$ cat config.mk
export PLATFORM = sky130hd
export DESIGN_NAME = dbuf_prog_reg
export DESIGN_NICKNAME = d
export VERILOG_FILES = /design/src/rtl/dbuf_prog_reg.sv
export SDC_FILE = /design/constraint.sdc
export NUM_CORES = 1
export LEC_CHECK = 0
export ABC_AREA = 0
export BUFFER_PORTS_ARGS = -buffer_cell sky130_fd_sc_hd__buf_2
export CAP_MARGIN = 10
export CORE_MARGIN = 2
export CORE_UTILIZATION = 40
export CTS_CLUSTER_DIAMETER = 200
export DETAILED_ROUTE_END_ITERATION = 12
export MAX_ROUTING_LAYER = met4
export PLACE_DENSITY_LB_ADDON = 0.25
export SLEW_MARGIN = 20
export SYNTH_ARGS = -nofsm -noshare
export SYNTH_HDL_FRONTEND = slang
export SYNTH_SLANG_ARGS = --single-unit
$ cat constraint.sdc
create_clock -name clk -period 2.62 [get_ports clk]
set_input_delay 0.524 -clock clk [delete_from_list [all_inputs] [get_ports clk]]
set_output_delay 0.524 -clock clk [all_outputs]
set_load 0.01 [all_outputs]
$ cat src/rtl/dbuf_prog_reg.sv
module dbuf_prog_reg #(
  parameter int DW          = 8,
  parameter int MW          = 9,
  parameter int AW          = 4,
  parameter int RW          = 6,
  parameter int SYNC_STAGES = 2
) (
  input  logic          clk,
  input  logic          rst_n,
  input  logic          mode_a_i,
  input  logic          mode_b_i,
  input  logic [DW-1:0] bus_i,
  input  logic          wr_lo_i,
  input  logic          wr_hi_i,
  input  logic          wr_sw_i,
  input  logic          hop_i,
  input  logic          wr_ctl_i,
  input  logic          use_pri_i,
  input  logic          ctl_en_n_i,
  output logic [MW-1:0] m_div_o,
  output logic [AW-1:0] a_div_o,
  output logic [RW-1:0] r_div_o,
  output logic [DW-1:0] ctl_o
);
  localparam int NSTB = 5;
  localparam int S_LO = 0, S_HI = 1, S_SW = 2, S_HOP = 3, S_CTL = 4;
  localparam int HW = RW + 1;

  logic              par_on;
  logic [NSTB-1:0]   stb_raw, last_q, rise;
  logic [SYNC_STAGES-1:0] sync_q [NSTB];

  logic [DW-1:0] pri_lo_q, sec_lo_q, enh_q;
  logic [HW-1:0] pri_hi_q, sec_hi_q;
  logic [AW-1:0] pri_sw_q, sec_sw_q;

  assign par_on  = ~(mode_a_i | mode_b_i);
  assign stb_raw = {wr_ctl_i, hop_i, wr_sw_i, wr_hi_i, wr_lo_i};

  for (genvar g = 0; g < NSTB; g++) begin : g_sync
    always_ff @(posedge clk or negedge rst_n) begin
      if (!rst_n) begin
        sync_q[g] <= '0;
        last_q[g] <= 1'b0;
      end else begin
        sync_q[g] <= {sync_q[g][SYNC_STAGES-2:0], stb_raw[g]};
        last_q[g] <= sync_q[g][SYNC_STAGES-1];
      end
    end
    assign rise[g] = par_on & sync_q[g][SYNC_STAGES-1] & ~last_q[g];
  end

  always_ff @(posedge clk or negedge rst_n) begin
    if (!rst_n) begin
      pri_lo_q <= '0;
      pri_hi_q <= '0;
      pri_sw_q <= '0;
      sec_lo_q <= '0;
      sec_hi_q <= '0;
      sec_sw_q <= '0;
      enh_q    <= '0;
    end else begin
      if (rise[S_LO])  pri_lo_q <= bus_i;
      if (rise[S_HI])  pri_hi_q <= bus_i[HW-1:0];
      if (rise[S_SW])  pri_sw_q <= bus_i[AW-1:0];
      if (rise[S_CTL]) enh_q    <= bus_i;
      if (rise[S_HOP]) begin
        sec_lo_q <= pri_lo_q;
        sec_hi_q <= pri_hi_q;
        sec_sw_q <= pri_sw_q;
      end
    end
  end

  assign m_div_o = use_pri_i ? {pri_hi_q[HW-1], pri_lo_q} : {sec_hi_q[HW-1], sec_lo_q};
  assign r_div_o = use_pri_i ? pri_hi_q[RW-1:0] : sec_hi_q[RW-1:0];
  assign a_div_o = use_pri_i ? pri_sw_q : sec_sw_q;
  assign ctl_o   = ctl_en_n_i ? '0 : enh_q;
endmodule

==> flow_metrics.py, run 1 <==
metrics = {
    "run_status": {
        "run_status": "completed",
    },
    "critical_path": {
        "crit_family": "buffers and inverters",
        "critical_path.max_stage_delay_ns": 0.41,
        "cell_depth_of_the_worst_flop_to_flop_path": 2,
        "critical-path-slowest-cell": "sky130_fd_sc_hd__mux2_2",
        "critical_path_launch_point_type": "primary input",
        "worstPathCellList": "buf_2 -> mux2_2 -> buf_2",
        "reg_to_reg_start": "last_q[0]",
        "most_common_cell_type_on_the_critical_path": "sky130_fd_sc_hd__buf_2",
        "ff2ff_setup_slack_ns": 1.07,
        "critPathCaptureType": "primary output",
        "endpoint_of_the_most_critical_register_to_register_path": "pri_lo_q[3]",
        "critical_path_required_ns": 2.10,
        "data_arrival_critical_path_ns": 1.49,
        "critical_path.n_buffers_inverters": 2,
        "criticalPathCategory": "in2out",
        "maximum_fanout_along_the_worst_path": 19,
    },
    "clocking": {
        "cts_root_buffer": "sky130_fd_sc_hd__clkbuf_8",
        "setup_buffers_after_cts": 0,
        "clock_sink_count": 61,
        "cts_max_level": 3,
        "max-clock-path-buffers": 2,
        "cts-resized-gates": 0,
        "cts-buffers-inserted": 9,
        "ctsHoldBuffers": 0,
        "tritoncts": "yes",
        "clock_insertion_delay_worst_skew_ns": 0.32,
        "clkTransAtPathRegs_ns": 0.07,
    },
    "finish": {
        "n_fill_cell": 499,
        "drive_above_1_share_pct": 60.4,
        "antenna_cells": 0,
        "finish.instance_area_mm2": 0.00294,
        "layout.core_utilization_pct": 49.7,
        "final_net_count": 216,
        "ff_latch_area_mm2": 0.00153,
        "area_growth_syn_to_layout_pct": 19.5,
        "multiInputGateArea_um2": 901,
    },
    "synth": {
        "warning_count_from_the_yosys_run": 0,
        "synth_seq_area_share_pct": 62.1,
        "synth_area_mm2": 0.00246,
        "synth.distinct_cells": 9,
        "ys_top_cells_by_area": "sky130_fd_sc_hd__dfrtp_1 (62%), sky130_fd_sc_hd__mux2_2 (25%), sky130_fd_sc_hd__mux2_1 (5.0%)",
        "post_synth_inst_count": 145,
        "cell_type_with_the_highest_aggregate_area_in_the_netlist": "sky130_fd_sc_hd__dfrtp_1",
        "syn-mean-instance-area_um2": 17.0,
        "share_of_yosys_cell_area_claimed_by_the_top_area_cell_type_pct": 62.1,
        "mappedNetlistNets": 164,
        "ys_seq_elements": 61,
    },
    "route": {
        "route.detailed.drc": 0,
        "firstDrtPassIters": 2,
        "routed_wl_um": 4580,
        "detail_route.iter0.violations": 22,
        "count_of_antenna_violating_nets_left_after_detailed_routing": 0,
        "routed_wire_length_per_instance_um": 16.5,
        "per_cell_via_count_in_the_routed_design": 4.87,
        "dr_total_vias": 1350,
    },
    "global_route": {
        "global_route_wire_length_before_repair_um": 7600,
        "antenna_found_initial": 0,
        "grt.met1_usage_pct": 20.8,
        "most_crowded_layer_after_global_routing": "met2",
        "grt_usage_pct": 16.1,
        "gr-usage-met3_pct": 3.48,
        "gr-total-overflow": 0,
        "grt_util_met2_pct": 24.3,
        "grt_pass1_vias": 1491,
        "maximum_number_of_pins_on_one_net_before_global_route_repair": 32,
    },
    "timing": {
        "final_worst_path_cycle_share_pct": 76.7,
        "final.setup_skew_ns": 0.00405,
        "layout_min_cycle_time_ns": 2.01,
        "whs_ns": 0.242,
        "timing.setup.tns_ns": 0,
        "max_freq_ghz": 0.498,
        "final_setup_violation_count": 0,
        "worst-slew-pin-transition_ns": 0.727,
        "unrepaired_setup_endpoints_after_global_routing": "no",
        "finalHoldViolCount": 0,
        "slew_viol_final": 0,
        "max-slew-margin-rel_pct": 51.3,
    },
    "placed_design": {
        "placement.cell_area_mm2": 0.00277,
        "number_of_buffers_inserted_by_port_buffering": 45,
        "gpl.final_weighted_congestion": 0.713,
        "dp_hpwl_um": 3190,
    },
    "pwr": {
        "intPower_w": 0.00179,
        "net-switching-power_w": 0.000687,
        "pwr-share-clk_pct": 27.8,
        "power.sequential.fraction_pct": 51.1,
        "power.ir.vdd_worst_mv": 0.322,
        "power_density_mw_per_mm2": 843,
        "total_leakage_power_nw": 1.34,
        "finalPower_w": 0.00248,
        "sw_frac_of_total_pct": 27.7,
        "combinationalPowerShare_pct": 21.0,
    },
    "hold_path": {
        "timing.hold.worst.class": "in2async",
    },
    "floorplanning": {
        "floorplan.core_area_mm2": 0.00592,
        "dieArea_mm2": 0.00679,
        "ports": 46,
        "initial_core_utilization_pct": 41.5,
        "die_w_um": 82.4,
        "dieHeight_um": 82.4,
        "floorplan.rows": 28,
    },
    "job": {
        "cap_viol_max_count": 0,
    },
}
==> metal layers <==
| layer | vias up | routed length, um |
|---|---|---|
| met5 | - | 0 |
| met2 | 28 | 2300 |
| met3 | 7 | 204 |
| li1 | 623 | - |
| met1 | 692 | 2000 |
| met4 | 0 | 73 |
==> placed cells by master, fill, tap and decap left out, drive strengths merged <==
| cell type | netlist | final |
|---|---|---|
| dfrtp | 61 | 61 |
| nor4b | 5 | 5 |
| clkbuf | 0 | 9 |
| nor2b | 8 | 8 |
| clkinv | 0 | 4 |
| clkinvlp | 0 | 3 |
| mux2 | 65 | 65 |
| buf | 6 | 47 |
==> through the flow <==
| step | instances | worst slack (ns) |
|---|---|---|
| global placement | 261 | 0.631 |
| detailed placement | 261 | 0.607 |
| floorplan | 145 | 0.780 |
| CTS | 277 | 0.614 |
| finish | 277 | 0.610 |
| global route | 277 | 0.574 |
==> sequential cells by signal (all words and copies together) (netlist names) <==
register / cells
pri_sw_q: 4
pri_hi_q: 7
enh_q: 8
sec_hi_q: 7
last_q: 5
sync_q: 10
pri_lo_q: 8
sec_sw_q: 4
sec_lo_q: 8
==> power by group through the flow <==
stage,clock network [W],logic (W),registers [W]
after floorplan,0,0.000359,0.00124
after global placement,0,0.000513,0.00126
after detailed placement,0,0.000530,0.00128
after CTS,0.000708,0.000533,0.00127
after global routing,0.000758,0.000573,0.00130
final,0.000689,0.000521,0.00127
==> cell usage after synthesis, drive strengths merged <==
master,count
buf,6
nor4b,5
nor2b,8
dfrtp,61
mux2,65
==> logic make-up after synthesis <==
family,synth area share (%)
buffers and inverters,1.68
flip-flops,62.1
multiplexers,29.8
AND/OR/NAND/NOR,6.51
==> worst max path at each step <==
stage | from | to | slack (ns) | cells past startpoint
after detailed placement | mode_b_i | pri_lo_q[3] | 0.61 | 3
after CTS | use_pri_i | a_div_o[3] | 0.61 | 3
after floorplan | use_pri_i | m_div_o[0] | 0.78 | 3
after global routing | use_pri_i | a_div_o[3] | 0.57 | 3
final | use_pri_i | a_div_o[3] | 0.61 | 3
after global placement | use_pri_i | a_div_o[3] | 0.63 | 3
==> worst reg2reg max path, stage by stage (launching register included) <==
cell and delay, ns:
sky130_fd_sc_hd__dfrtp_1 0.39, sky130_fd_sc_hd__nor4b_4 0.63, sky130_fd_sc_hd__mux2_2 0.42
==> cell type report <==
cell class | instances | area share [%]
clock inverter | 7 | 1.45
timing repair buffer | 47 | 8.60
sequential | 61 | 51.9
multi-input combinational | 78 | 30.6
clock buffer | 9 | 4.21
tap | 75 | 3.19
(Power assumes the default switching activity.)
==> run 2, diff against run 1 <==
--- a/config.mk
+++ b/config.mk
@@ -5,7 +5,7 @@
 export SDC_FILE = /design/constraint.sdc
 export NUM_CORES = 1
 export LEC_CHECK = 0
-export ABC_AREA = 0
+export ABC_AREA = 1
 export BUFFER_PORTS_ARGS = -buffer_cell sky130_fd_sc_hd__buf_2
 export CAP_MARGIN = 10
 export CORE_MARGIN = 2
==> constraint.sdc (replaced) <==
create_clock -name clk -period 1.85 [get_ports clk]
set_input_delay 0.37 -clock clk [delete_from_list [all_inputs] [get_ports clk]]
set_output_delay 0.37 -clock clk [all_outputs]
set_load 0.01 [all_outputs]
==> flow_metrics.py, run 2 <==
metrics = {
    "pwr": {
        "power_density_mw_per_mm2": 1120,
        "power.sequential.fraction_pct": 49.3,
        "net-switching-power_w": 0.000990,
        "pwr-share-clk_pct": 34.4,
        "sw_frac_of_total_pct": 28.6,
        "combinationalPowerShare_pct": 16.3,
        "total_leakage_power_nw": 1.68,
        "power.ir.vdd_worst_mv": 0.774,
        "intPower_w": 0.00247,
    },
    "synth": {
        "synth_adder_area_share_pct": 0,
        "post_synth_inst_count": 301,
        "combinational_family_with_the_most_area_after_synthesis": "simple AND/OR/NAND/NOR gates",
        "warning_count_from_the_yosys_run": 0,
        "ys_seq_elements": 61,
        "synth.distinct_cells": 12,
        "cell_type_with_the_highest_aggregate_area_in_the_netlist": "sky130_fd_sc_hd__dfrtp_1",
        "synth_area_mm2": 0.00256,
        "netlist_top_cells_count": "sky130_fd_sc_hd__nand2_1 (112), sky130_fd_sc_hd__dfrtp_1 (61), sky130_fd_sc_hd__nand3_1 (46)",
        "syn-mean-instance-area_um2": 8.50,
        "ys_top_cells_by_area": "sky130_fd_sc_hd__dfrtp_1 (60%), sky130_fd_sc_hd__nand2_1 (16%), sky130_fd_sc_hd__nand3_1 (9.0%)",
        "synth_mux_area_share_pct": 0,
        "synth_seq_area_share_pct": 59.7,
        "xor_xnor_share_of_the_synthesized_area_pct": 0,
        "synthMostInstantiatedCell": "sky130_fd_sc_hd__nand2_1",
        "share_of_yosys_cell_area_claimed_by_the_top_area_cell_type_pct": 59.7,
        "ys_async_sr_fraction_pct": 100,
        "synth_enable_flop_cells": 0,
        "synth-compound-area-share_pct": 3.72,
        "post_synth_and_or_nand_nor_area_fraction_pct": 29.2,
        "mappedNetlistNets": 320,
        "ys_dominant_reg_cell": "sky130_fd_sc_hd__dfrtp_1",
    },
    "timing": {
        "slew_viol_final": 0,
        "final_worst_path_cycle_share_pct": 77.5,
        "max_freq_ghz": 0.697,
        "unrepaired_setup_endpoints_after_global_routing": "no",
        "layout_setup_ws_ns": 0.415,
        "layout_min_cycle_time_ns": 1.43,
        "finalHoldViolCount": 0,
        "worst-slew-pin-transition_ns": 0.540,
        "max-slew-margin-rel_pct": 64.0,
        "final.setup_skew_ns": 0.00943,
        "final_setup_violation_count": 0,
        "timing.setup.tns_ns": 0,
    },
    "clocking": {
        "ctsHoldBuffers": 0,
        "cts-resized-gates": 0,
        "clock_sink_count": 61,
        "setup_buffers_after_cts": 0,
        "cts_max_level": 3,
        "clock_insertion_delay_worst_skew_ns": 0.34,
        "tritoncts": "yes",
        "cts-buffers-inserted": 9,
        "max-clock-path-buffers": 2,
        "cts_root_buffer": "sky130_fd_sc_hd__clkbuf_8",
        "clkTransAtPathRegs_ns": 0.07,
    },
    "finish": {
        "largest_register_ffs": 10,
        "final_common_cell": "sky130_fd_sc_hd__nand2_1",
        "antenna_cells": 0,
        "drive_above_1_share_pct": 21.2,
        "final_net_count": 369,
        "largest_register": "sync_q",
        "multiInputGateArea_um2": 841,
        "area_growth_syn_to_layout_pct": 20.8,
        "mostFrequentLayoutCells": "sky130_fd_sc_hd__nand2_1 (112), sky130_fd_sc_hd__dfrtp_1 (61), sky130_fd_sc_hd__nand3_1 (46), sky130_fd_sc_hd__buf_2 (45), sky130_fd_sc_hd__inv_1 (32)",
        "n_fill_cell": 622,
        "finish.instance_area_mm2": 0.00309,
        "ff_latch_area_mm2": 0.00153,
    },
    "critical_path": {
        "critical_path.max_stage_delay_ns": 0.35,
        "cell_depth_of_the_worst_flop_to_flop_path": 4,
        "maximum_fanout_along_the_worst_path": 2,
        "critical_path.n_buffers_inverters": 2,
        "criticalPathCategory": "reg2out",
        "timing.critical_path.depth": 3,
        "crit_family": "flip-flops",
        "critPathCaptureType": "primary output",
        "critical_path_required_ns": 1.48,
        "data_arrival_critical_path_ns": 1.06,
        "critical-path-slowest-cell": "sky130_fd_sc_hd__dfrtp_1",
        "worstPathCellList": "inv_1 -> o21ai_0 -> buf_2",
        "critical_path_launch_point_type": "flop",
    },
    "floorplanning": {
        "initial_core_utilization_pct": 40.7,
        "floorplan.core_area_mm2": 0.00628,
        "dieHeight_um": 84.0,
        "dieArea_mm2": 0.00705,
        "floorplan.rows": 29,
        "die_w_um": 84.0,
        "ports": 46,
    },
    "global_route": {
        "antenna_found_initial": 0,
        "grt_pass1_vias": 1936,
        "grt_usage_pct": 17.7,
        "maximum_number_of_pins_on_one_net_before_global_route_repair": 39,
        "gr-total-overflow": 0,
        "global_route_wire_length_before_repair_um": 9330,
    },
    "route": {
        "count_of_antenna_violating_nets_left_after_detailed_routing": 0,
        "per_cell_via_count_in_the_routed_design": 4.68,
        "detail_route.iter0.violations": 124,
        "dr_total_vias": 2018,
        "routed_wl_um": 5390,
        "routed_wire_length_per_instance_um": 12.5,
        "route.detailed.drc": 0,
        "firstDrtPassIters": 4,
    },
    "placed_design": {
        "gpl.final_weighted_congestion": 0.766,
        "dp_hpwl_um": 3780,
        "pre_cts_ws_ns": 0.402,
        "number_of_buffers_inserted_by_port_buffering": 45,
        "placement.cell_area_mm2": 0.00289,
    },
    "job": {
        "cap_viol_max_count": 0,
    },
    "run_status": {
        "run_status": "completed",
    },
    "hold_path": {
        "timing.hold.worst.class": "in2async",
    },
}
[run 2: changes by cell type after synthesis, sizes merged]
cell | previous run | this run
mux2 | 65 | 0
nand2 | 0 | 116
nor4b | 5 | 0
nand3 | 0 | 46
inv | 0 | 32
nor2 | 0 | 14
nor2b | 8 | 0
buf | 6 | 11
o21ai | 0 | 19
clkbuf | 0 | 2
[run 2: worst paths after layout]
| check | slack [ns] | start | to |
|---|---|---|---|
| worst min-delay path | 0.01 | rst_n | sec_hi_q[5] |
| worst max-delay path | 0.42 | sec_lo_q[7] | m_div_o[7] |
| min in group clk | 0.14 | wr_hi_i | sync_q[6] |
| max in group asynchronous | 1.33 | rst_n | sync_q[5] |
| worst max register to register | 0.72 | last_q[0] | pri_lo_q[4] |
| worst min register to register | 0.35 | sync_q[0] | sync_q[1] |
[run 2: cells by family (layout without fill, tap and decap cells)]
logic type | count (synthesis) | in the layout
AND/OR/NAND/NOR | 176 | 176
flip-flops | 61 | 61
buffers and inverters | 45 | 98
AO/OA/AOI/OAI | 19 | 19
[run 2: area by class of cell]
cell class	instances	area share, %
sequential	61	49.4
multi-input combinational	195	27.2
timing repair buffer	51	9.96
clock buffer	11	4.90
inverter	32	3.89
tap	77	3.12
clock inverter	4	1.54
[run 2: routing by layer]
layer / GRT usage, % / share of wire [%] / vias to the layer above
met3: 3.46 / 4.1 / 12
met1: 22.8 / 47 / 925
li1: - / - / 1037
met4: 9.82 / 2.5 / 0
met5: - / 0 / -
met2: 26.3 / 46 / 44
[run 2: power groups by stage]
stage / combinational (W) / clock, W / sequential, W
finish: 0.000563 / 0.00119 / 0.00171
floorplan: 0.000368 / 0 / 0.00168
CTS: 0.000578 / 0.00122 / 0.00171
detailed placement: 0.000577 / 0 / 0.00173
global placement: 0.000559 / 0 / 0.00172
global route: 0.000664 / 0.00127 / 0.00174
[run 2: through the flow]
stage	instances	hold WS, ns	utilization (%)	total power [W]
2_1_floorplan	301	0.0744	-	0.00205
3_3_place_gp	416	0.333	46.1	0.00228
3_5_place_dp	416	0.336	46.1	0.00231
4_1_cts	431	0.0225	49.2	0.00350
5_1_grt	431	0.0511	49.2	0.00367
6_report	431	0.0100	49.2	0.00346
